**src/rtl/xfer_rx_pkg.sv**
```systemverilog
package xfer_rx_pkg;
  typedef enum logic [2:0] {
    S_IDLE     = 3'd0,
    S_ACK_CMD  = 3'd1,
    S_CMD_ADDR = 3'd2,
    S_CMD_CNT  = 3'd3,
    S_ACK_DATA = 3'd4,
    S_DATA     = 3'd5
  } seq_state_t;
endpackage

```
**src/rtl/xr_req_edge.sv**
```systemverilog
module xr_req_edge (
  input  logic clk,
  input  logic rst_n,
  input  logic req_i,
  output logic rise_o
);
  logic req_q;

  always_ff @(posedge clk) begin
    if (!rst_n) req_q <= 1'b0;
    else        req_q <= req_i;
  end

  assign rise_o = req_i & ~req_q;

  // a held request yields a single-cycle edge
  a_r4_rise_single: assert property (@(posedge clk) disable iff (!rst_n)
    rise_o |=> !rise_o);
endmodule

```
**src/rtl/xr_ack_gen.sv**
```systemverilog
module xr_ack_gen #(
  parameter int ACK_CYCLES = 2
) (
  input  logic clk,
  input  logic rst_n,
  input  logic start_i,
  output logic ack_o,
  output logic fin_o
);
  localparam int TW = $clog2(ACK_CYCLES + 1);
  localparam logic [TW-1:0] LOAD = TW'(ACK_CYCLES);

  logic [TW-1:0] tmr;

  always_ff @(posedge clk) begin
    if (!rst_n)            tmr <= '0;
    else if (start_i)      tmr <= LOAD;
    else if (tmr != '0)    tmr <= tmr - 1'b1;
  end

  assign ack_o = (tmr != '0);
  assign fin_o = (tmr == TW'(1));

  // the pulse begins the cycle after its trigger
  a_r2_ack_starts: assert property (@(posedge clk) disable iff (!rst_n)
    start_i |=> ack_o);
endmodule

```
**src/rtl/xr_xfer_cnt.sv**
```systemverilog
module xr_xfer_cnt #(
  parameter int DW = 32,
  parameter int AW = 16,
  parameter int CW = 16
) (
  input  logic          clk,
  input  logic          rst_n,
  input  logic          ld_addr_i,
  input  logic          ld_cnt_i,
  input  logic          step_i,
  input  logic [DW-1:0] word_i,
  output logic [AW-1:0] addr_o,
  output logic          zero_o,
  output logic          last_o
);
  logic [AW-1:0] addr_hold;
  logic [CW-1:0] cnt;

  always_ff @(posedge clk) begin
    if (!rst_n) begin
      addr_hold <= '0;
      addr_o    <= '0;
      cnt       <= '0;
    end else begin
      if (ld_addr_i) addr_hold <= word_i[AW-1:0];
      if (ld_cnt_i) begin
        addr_o <= addr_hold;
        cnt    <= word_i[CW-1:0];
      end else if (step_i) begin
        addr_o <= addr_o + 1'b1;
        cnt    <= cnt - 1'b1;
      end
    end
  end

  assign zero_o = (cnt == '0);
  assign last_o = (cnt == CW'(1));

  // each data word moves the address on by one
  a_r6_addr_step: assert property (@(posedge clk) disable iff (!rst_n)
    (step_i && !ld_cnt_i) |=> addr_o == $past(addr_o) + 1'b1);
endmodule

```
**src/rtl/xfer_rx_seq.sv**
```systemverilog
module xfer_rx_seq #(
  parameter int DW         = 32,
  parameter int AW         = 16,
  parameter int CW         = 16,
  parameter int ACK_CYCLES = 2
) (
  input  logic          clk,
  input  logic          rst_n,
  input  logic          req_i,
  input  logic          in_valid,
  input  logic [DW-1:0] in_data,
  output logic          in_ready,
  output logic          ack_o,
  output logic          err_o,
  output logic          done_o,
  output logic          wr_en_o,
  output logic [AW-1:0] wr_addr_o,
  output logic [DW-1:0] wr_data_o
);
  import xfer_rx_pkg::*;

  seq_state_t    st;
  logic          rise, acc, start_ack, ack_fin;
  logic          cnt_zero, cnt_last;
  logic [AW-1:0] cur_addr;

  xr_req_edge u_edge (
    .clk(clk), .rst_n(rst_n), .req_i(req_i), .rise_o(rise)
  );

  xr_ack_gen #(.ACK_CYCLES(ACK_CYCLES)) u_ack (
    .clk(clk), .rst_n(rst_n), .start_i(start_ack), .ack_o(ack_o), .fin_o(ack_fin)
  );

  xr_xfer_cnt #(.DW(DW), .AW(AW), .CW(CW)) u_cnt (
    .clk(clk), .rst_n(rst_n),
    .ld_addr_i(st == S_CMD_ADDR && acc),
    .ld_cnt_i (st == S_CMD_CNT  && acc),
    .step_i   (st == S_DATA     && acc),
    .word_i(in_data), .addr_o(cur_addr), .zero_o(cnt_zero), .last_o(cnt_last)
  );

  assign in_ready  = (st == S_CMD_ADDR) || (st == S_CMD_CNT) || (st == S_DATA);
  assign acc       = in_valid && in_ready;
  assign start_ack = (st == S_IDLE && rise) || (st == S_CMD_CNT && acc);

  always_ff @(posedge clk) begin
    if (!rst_n) begin
      st        <= S_IDLE;
      err_o     <= 1'b0;
      done_o    <= 1'b0;
      wr_en_o   <= 1'b0;
      wr_addr_o <= '0;
      wr_data_o <= '0;
    end else begin
      err_o   <= rise && (st != S_IDLE);
      done_o  <= 1'b0;
      wr_en_o <= 1'b0;
      unique case (st)
        S_IDLE:     if (rise) st <= S_ACK_CMD;
        S_ACK_CMD:  if (ack_fin) st <= S_CMD_ADDR;
        S_CMD_ADDR: if (acc) st <= S_CMD_CNT;
        S_CMD_CNT:  if (acc) st <= S_ACK_DATA;
        S_ACK_DATA: if (ack_fin) begin
          if (cnt_zero) begin
            st     <= S_IDLE;
            done_o <= 1'b1;
          end else begin
            st <= S_DATA;
          end
        end
        S_DATA: if (acc) begin
          wr_en_o   <= 1'b1;
          wr_addr_o <= cur_addr;
          wr_data_o <= in_data;
          if (cnt_last) begin
            st     <= S_IDLE;
            done_o <= 1'b1;
          end
        end
        default: st <= S_IDLE;
      endcase
    end
  end

  // no word is taken while acknowledging
  a_r7_no_ready_in_ack: assert property (@(posedge clk) disable iff (!rst_n)
    ack_o |-> !in_ready);
  // an error flag follows a request edge seen while busy
  a_r3_err_when_busy: assert property (@(posedge clk) disable iff (!rst_n)
    err_o |-> $past(rise && st != S_IDLE));
  // every write comes from a word accepted the cycle before
  a_r6_wr_from_accept: assert property (@(posedge clk) disable iff (!rst_n)
    wr_en_o |-> $past(in_valid && in_ready));
  // done leaves the block idle, taking nothing
  a_r8_done_idle: assert property (@(posedge clk) disable iff (!rst_n)
    done_o |-> !in_ready && !ack_o);
endmodule

```
**config.mk**
```make
export PLATFORM = sky130hd
export DESIGN_NAME = xfer_rx_seq
export DESIGN_NICKNAME = d
export VERILOG_FILES = /design/src/rtl/xfer_rx_pkg.sv /design/src/rtl/xr_req_edge.sv /design/src/rtl/xr_ack_gen.sv /design/src/rtl/xr_xfer_cnt.sv /design/src/rtl/xfer_rx_seq.sv
export SDC_FILE = /design/constraint.sdc
export NUM_CORES = 1
export LEC_CHECK = 0
export BUFFER_PORTS_ARGS = -buffer_cell sky130_fd_sc_hd__clkbuf_2
export CAP_MARGIN = 30
export CELL_PAD_IN_SITES_DETAIL_PLACEMENT = 0
export CELL_PAD_IN_SITES_GLOBAL_PLACEMENT = 1
export CORE_MARGIN = 3
export CORE_UTILIZATION = 43
export DETAILED_ROUTE_END_ITERATION = 6
export GPL_TIMING_DRIVEN = 0
export HOLD_SLACK_MARGIN = 0.12
export PLACE_DENSITY = 0.92
export SYNTH_ARGS = -nofsm -noshare
export SYNTH_HDL_FRONTEND = slang
export SYNTH_SLANG_ARGS = --single-unit
```
**constraint.sdc**
```tcl
create_clock -name clk -period 4.5 [get_ports clk]
set_input_delay 0.225 -clock clk [delete_from_list [all_inputs] [get_ports clk]]
set_output_delay 0.225 -clock clk [all_outputs]
set_load 0.05 [all_outputs]
```
==> Yosys cells after proc, flatten, opt, wreduce, memory -nomap -nowiden <==
Index checks and enable logic that the tools add are counted.
{ "totals": {"ram_bits": 0, "elab_cells": 72, "reg_bits": 105, "rom_bits": 0, "n_memories": 0, "latchBits": 0, "in_bits": 36, "out_inout_bits": 53} }
{ "classes": {"order_cmp": 0, "shift": 0, "reduce_logical": 19, "muxes": 21, "multipliers": 0, "div_mod_pow": 0, "n_bitwise": 3, "n_addsub": 3, "n_eq_ne": 14} }
{ "ops": {"columns": ["operator", "n"], "rows": [
  ["16-bit 2-to-1 mux", 4],
  ["3-bit 2-to-1 mux", 8],
  ["3-bit case mux with 6 select lines", 1],
  ["16-bit by 1-bit adder with 16-bit output (second input constant)", 1],
  ["16-bit by 1-bit equality test with 1-bit output (second input constant)", 1],
  ["16-bit logical NOT", 1],
  ["16-bit by 1-bit subtractor with 16-bit output (second input constant)", 1],
  ["2-bit inequality test (second input constant)", 7],
  ["7-bit AND reduction", 1],
  ["3-bit by 2-bit equality test with 1-bit output (second input constant)", 2],
  ["3-bit equality test (second input constant)", 2],
  ["1-bit logical AND", 6],
  ["2-bit nonzero test", 3],
  ["1-bit 2-to-1 mux", 5],
  ["2-bit 2-to-1 mux", 2],
  ["2-bit AND reduction", 2],
  ["3-bit by 1-bit equality test with 1-bit output (second input constant)", 1],
  ["3-bit logical NOT", 1],
  ["1-bit logical OR", 3],
  ["3-bit nonzero test", 1],
  ["2-bit by 1-bit equality test with 1-bit output (second input constant)", 1],
  ["1-bit NOT", 2],
  ["1-bit case mux with 2 select lines", 1],
  ["2-bit OR reduction", 1],
  ["2 further kinds", 2]
]} }

==> Longest topological paths before layout <==
{ "logic_depth": {"depth_word": 7, "depth_mapped": 7, "ltp_nobuf": 5} }

==> Hierarchy <==
Synthesis repeated with hierarchy kept, for this count alone.
{ "hier_totals": {"hier_cells": 520, "hier_area_um2": 4580.6} }
{ "modules_own_cells": {"columns": ["mod", "cells_per_inst", "seq_area_each_um2", "area_each_um2", "n_inst"], "rows": [
  ["xr_xfer_cnt", 256, 960.9, 2282.2, 1],
  ["xfer_rx_seq", 254, 1081.0, 2182.1, 1],
  ["xr_ack_gen", 7, 40.0, 76.3, 1],
  ["xr_req_edge", 3, 20.0, 40.0, 1]
]} }

==> Worst setup path before layout <==
Ideal clock, no wire load.
{ "synth_timing": {"path_kind": "reg-to-reg", "from": "register u_cnt.cnt[9]", "to": "register u_cnt.cnt[14]", "t_arrival_ns": 1.687, "path_slack_ns": 2.739, "t_required_ns": 4.426, "synth_period_minus_slack_ns": 1.761, "path_stages_with_launch": 5, "path_buffers": 0, "setup_ns": 0.074, "path_cell_list": "dfxtp_1 > or3_4 > or4_4 > or3_1 > a31oi_1"} }
{ "synth_between": {"elab_chain_len": 3} }
{ "synth_rtl": {"columns": ["item", "line_no", "source"], "rows": [
  ["from (decl)", "xr_xfer_cnt.sv:17", "logic [CW-1:0] cnt;"],
  ["from (signal assigned)", "xr_xfer_cnt.sv:28", "cnt <= word_i[CW-1:0];"],
  ["from (signal assigned)", "xr_xfer_cnt.sv:31", "cnt <= cnt - 1'b1;"],
  ["16-bit by 1-bit subtractor with 16-bit output", "xr_xfer_cnt.sv:31", null],
  ["16-bit 2-to-1 mux", "xr_xfer_cnt.sv:29", "end else if (step_i) begin"],
  ["16-bit 2-to-1 mux", "xr_xfer_cnt.sv:26", "if (ld_cnt_i) begin"]
]} }
Every way passes these cells. The select of a mux whose other input is x is not followed.
A chain may end at the register's enable or synchronous reset.

==> Final worst setup path <==
{ "layout_timing": {"from": "register st[1]", "to": "register wr_addr_o[13]"} }
{ "layout_between": {"elab_chain_len": 5, "word_cells_on_any_way": 7, "cone_classes": "3 x eq/ne; 4 x reduce/logical"} }
{ "layout_rtl": {"columns": ["item", "line_no", "source"], "rows": [
  ["from (decl)", "xfer_rx_seq.sv:22", "seq_state_t st;"],
  ["from (signal assigned)", "xfer_rx_seq.sv:49", "st <= S_IDLE;"],
  ["from (signal assigned)", "xfer_rx_seq.sv:60", "S_IDLE: if (rise) st <= S_ACK_CMD;"],
  ["from (signal assigned)", "xfer_rx_seq.sv:61", "S_ACK_CMD: if (ack_fin) st <= S_CMD_ADDR;"],
  ["3-bit by 2-bit equality test with 1-bit output", "xfer_rx_seq.sv:43", "assign in_ready = (st == S_CMD_ADDR) || (st == S_CMD_CNT) || (st == S_DATA);"],
  ["1-bit logical OR (2 in series)", "xfer_rx_seq.sv:43", null],
  ["1-bit logical AND", "xfer_rx_seq.sv:44", "assign acc = in_valid && in_ready;"],
  ["2-bit AND reduction (no source line) (*)", null, null],
  ["to (signal assigned)", "xfer_rx_seq.sv:74", "wr_addr_o <= cur_addr;"],
  ["to (decl)", "xfer_rx_seq.sv:17", "output logic [AW-1:0] wr_addr_o,"]
]} }
Every way passes the cells marked *; elsewhere a longest branch is shown, timed or not.

==> impl_metrics.tcl <==
set metrics [dict create \
    placed_cells 795 \
    routed_wl_um 13900 \
    ys_types 50 \
    slowest_stage "buf_1" \
    yosysTopAreaCell "dfxtp_1" \
    critPathMaxStageDelay_ns 0.52 \
    num_vias 4682 \
    worstPathArrival_ns 2.77 \
    synth_area_mm2 0.00453 \
    dpl.hpwl_um 9920 \
    synthesis.yosys.warnings 0 \
    start_util_pct 45.3 \
    syn_inst 576 \
    grt_pass1_wl_um 22200 \
    dieArea_mm2 0.0118 \
    end_kind "flop" \
    fin_crit_sh_pct 54.9 \
    worstSetupStartpointType "flop" \
    synthArstFlopShare_pct 0 \
    crit_required_ns 4.80 \
    finClkSkew_ns 0.0117 \
    clkSlewWorstSetupHoldPaths_ns 0.11 \
    cts.sinks 105 \
    ys_seq_area_share_pct 46.4 \
    antenna_found_initial 0 \
    grt_util_all_layers_pct 24.0 \
    area_delta_synth_final_pct 22.5 \
    clockBufferDepth 2 \
    synth-edff-count 0 \
    min_period_ns 2.47 \
    cts_tree "done" \
    first_pass_iters 5 \
    yosys-top-cells-area "dfxtp_1 (46%), nand2_1 (13%), a21oi_1 (10%), clkbuf_1 (2.2%), nor3_1 (1.9%)" \
    setup_viol 0 \
    ctsResizeCount 0 \
    cts_setup_buffers 0 \
    port_buffers 86 \
    n_antenna_cell 0 \
    final_cell_mix "nand2_1 (151), dfxtp_1 (105), a21oi_1 (93)" \
    first_global_vias 4451 \
    pin_count 89 \
    tightest_slew_ns 0.624 \
    worstPathMaxFanout 10 \
    ant_nets 0 \
    fillCellCount 968 \
    path_cells "buf_2 > nand4b_1 > buf_2 > clkbuf_1 > buf_1 > nand2_1 > a21oi_1" \
    drv_slew 0 \
    finalNonFillerCells 835 \
    leakage_nw 2.07 \
    core_mm2 0.0100 \
    final_common_cell "nand2_1" \
    synth_top_area_share_pct 46.4 \
    rsz0062_at_grt "false" \
    r2r_setup_slack_ns 2.03 \
    synthesis.nets 615 \
    ff_latch_area_mm2 0.00210 \
    die_height_um 109 \
    finalHoldViolCount 0 \
    ys.flop_type "dfxtp_1" \
    via_per_inst 5.61 \
    power_density_mw_per_mm2 290 \
    drtIter0Drc 420 \
    status "complete, no violations" \
    avgSynthCellArea_um2 7.87 \
    clk_latency_ns 0.37 \
    drv_cap 0 \
    cts_buffers 9 \
    fin_nets 736 \
    grt_max_degree 20 \
    max_freq_ghz 0.405 \
    hp-class "in2reg" \
    place_congestion 0.896 \
    root_buffer "clkbuf_8" \
    critPathKind "reg2reg" \
    ys_seq_elements 105 \
    fin_tns_setup_ns 0 \
    grt-ovfl-total 0 \
    ir_drop_uv 189 \
    htreeDepth 3 \
    die_x_um 109 \
    drive_gt1_share_pct 17.1 \
    multi_input_area_mm2 0.00224 \
    rows 36 \
    path_common_cell "buf_2" \
    power_mw 1.61 \
    drc 0 \
    relSlewSlack_pct 58.4 \
    wire_per_inst_um 16.6 \
]
power breakdown:
part | internal, mW | switching (mW)
logic | 0.0434 | 0.0601
registers | 0.933 | 0.00520
clock network | 0.213 | 0.356
total | 1.19 | 0.422
Yosys cell counts (4+ instances only):
library cell,count
nor2b_1,6
nand4b_1,4
and3_1,6
a221oi_1,4
buf_1,9
a22oi_1,5
o21ai_0,8
xnor2_1,5
inv_1,6
a21oi_1,93
a31oi_1,8
nor2_1,18
o311ai_0,4
a2bb2oi_1,7
nor3_1,17
nand4_1,9
nor4_1,9
clkbuf_1,27
dfxtp_1,105
buf_2,7
o22ai_1,6
nand2_1,151
nand3_1,13
worst paths after layout:
check                                                from                          to  cells past startpoint
worst max-delay path                   st[1]$_SDFFE_PN0P_  wr_addr_o[13]$_SDFFE_PN0P_                      7
worst min-delay path                          in_data[15]  wr_data_o[15]$_SDFFE_PN0P_                      3
worst max register to register         st[1]$_SDFFE_PN0P_  wr_addr_o[13]$_SDFFE_PN0P_                      7
worst min register to register  wr_addr_o[7]$_SDFFE_PN0P_   wr_addr_o[7]$_SDFFE_PN0P_                      2
flip-flops by register name, indices dropped and copies added (netlist names):
name	flops
u_ack.tmr	2
u_cnt.cnt	16
wr_en_o	1
done_o	1
wr_data_o	32
st	3
u_edge.req_q	1
u_cnt.addr_o	16
u_cnt.addr_hold	16
wr_addr_o	16
err_o	1
worst max-delay path, delay by kind of cell, from the launching register on:
kind	cells	cell delay (ns)
compound gates	1	0.16
buf+inv	4	1.48
flops	1	0.33
simple gates	2	0.41
through the flow:
| step | utilization [%] | area, um2 | hold slack [ns] | setup slack, ns |
|---|---|---|---|---|
| 2_1_floorplan | - | 4530 | 0.347 | 2.74 |
| 3_3_place_gp | 51.3 | 5130 | 0.442 | 2.11 |
| 3_5_place_dp | 51.3 | 5130 | 0.450 | 2.09 |
| 4_1_cts | 55.6 | 5560 | 0.122 | 2.03 |
| 5_1_grt | 55.6 | 5560 | 0.131 | 1.87 |
| 6_report | 55.6 | 5560 | 0.135 | 2.03 |
per-layer routing:
layer / routed length [um] / part of all wire [%] / global-route usage, %
met3: 1170 / 8.4 / 4.03
met4: 302 / 2.2 / 8.57
met1: 6100 / 44 / 32.6
met2: 6330 / 46 / 38.8
met5: 0 / 0 / 0
cells by family (layout without fill, tap and decap cells):
kind of cell / after synthesis / count (layout) / synth area share [%]
simple gates: 259 / 259 / 26.9
compound gates: 149 / 149 / 19.4
flops: 105 / 105 / 46.4
buf+inv: 49 / 175 / 4.25
xor+xnor: 8 / 8 / 1.55
fa+ha+maj: 3 / 3 / 0.828
mux: 3 / 3 / 0.745
timing repair:
action,in CTS,in global routing
hold buffers,24,0
hold endpoints to repair,28,0
endpoints found under the setup margin,0,0
final cells by class:
| cell class | count | area share [%] |
|---|---|---|
| well taps | 133 | 3.00 |
| inverters | 6 | 0.405 |
| multi-input cells | 422 | 40.3 |
| flip-flops and latches | 105 | 37.8 |
| plain buffers | 43 | 3.06 |
| repair buffers | 110 | 12.1 |
| clock inverters | 7 | 1.08 |
| clock buffers | 9 | 2.23 |
Note: power is estimated with default switching activity, not from simulation.
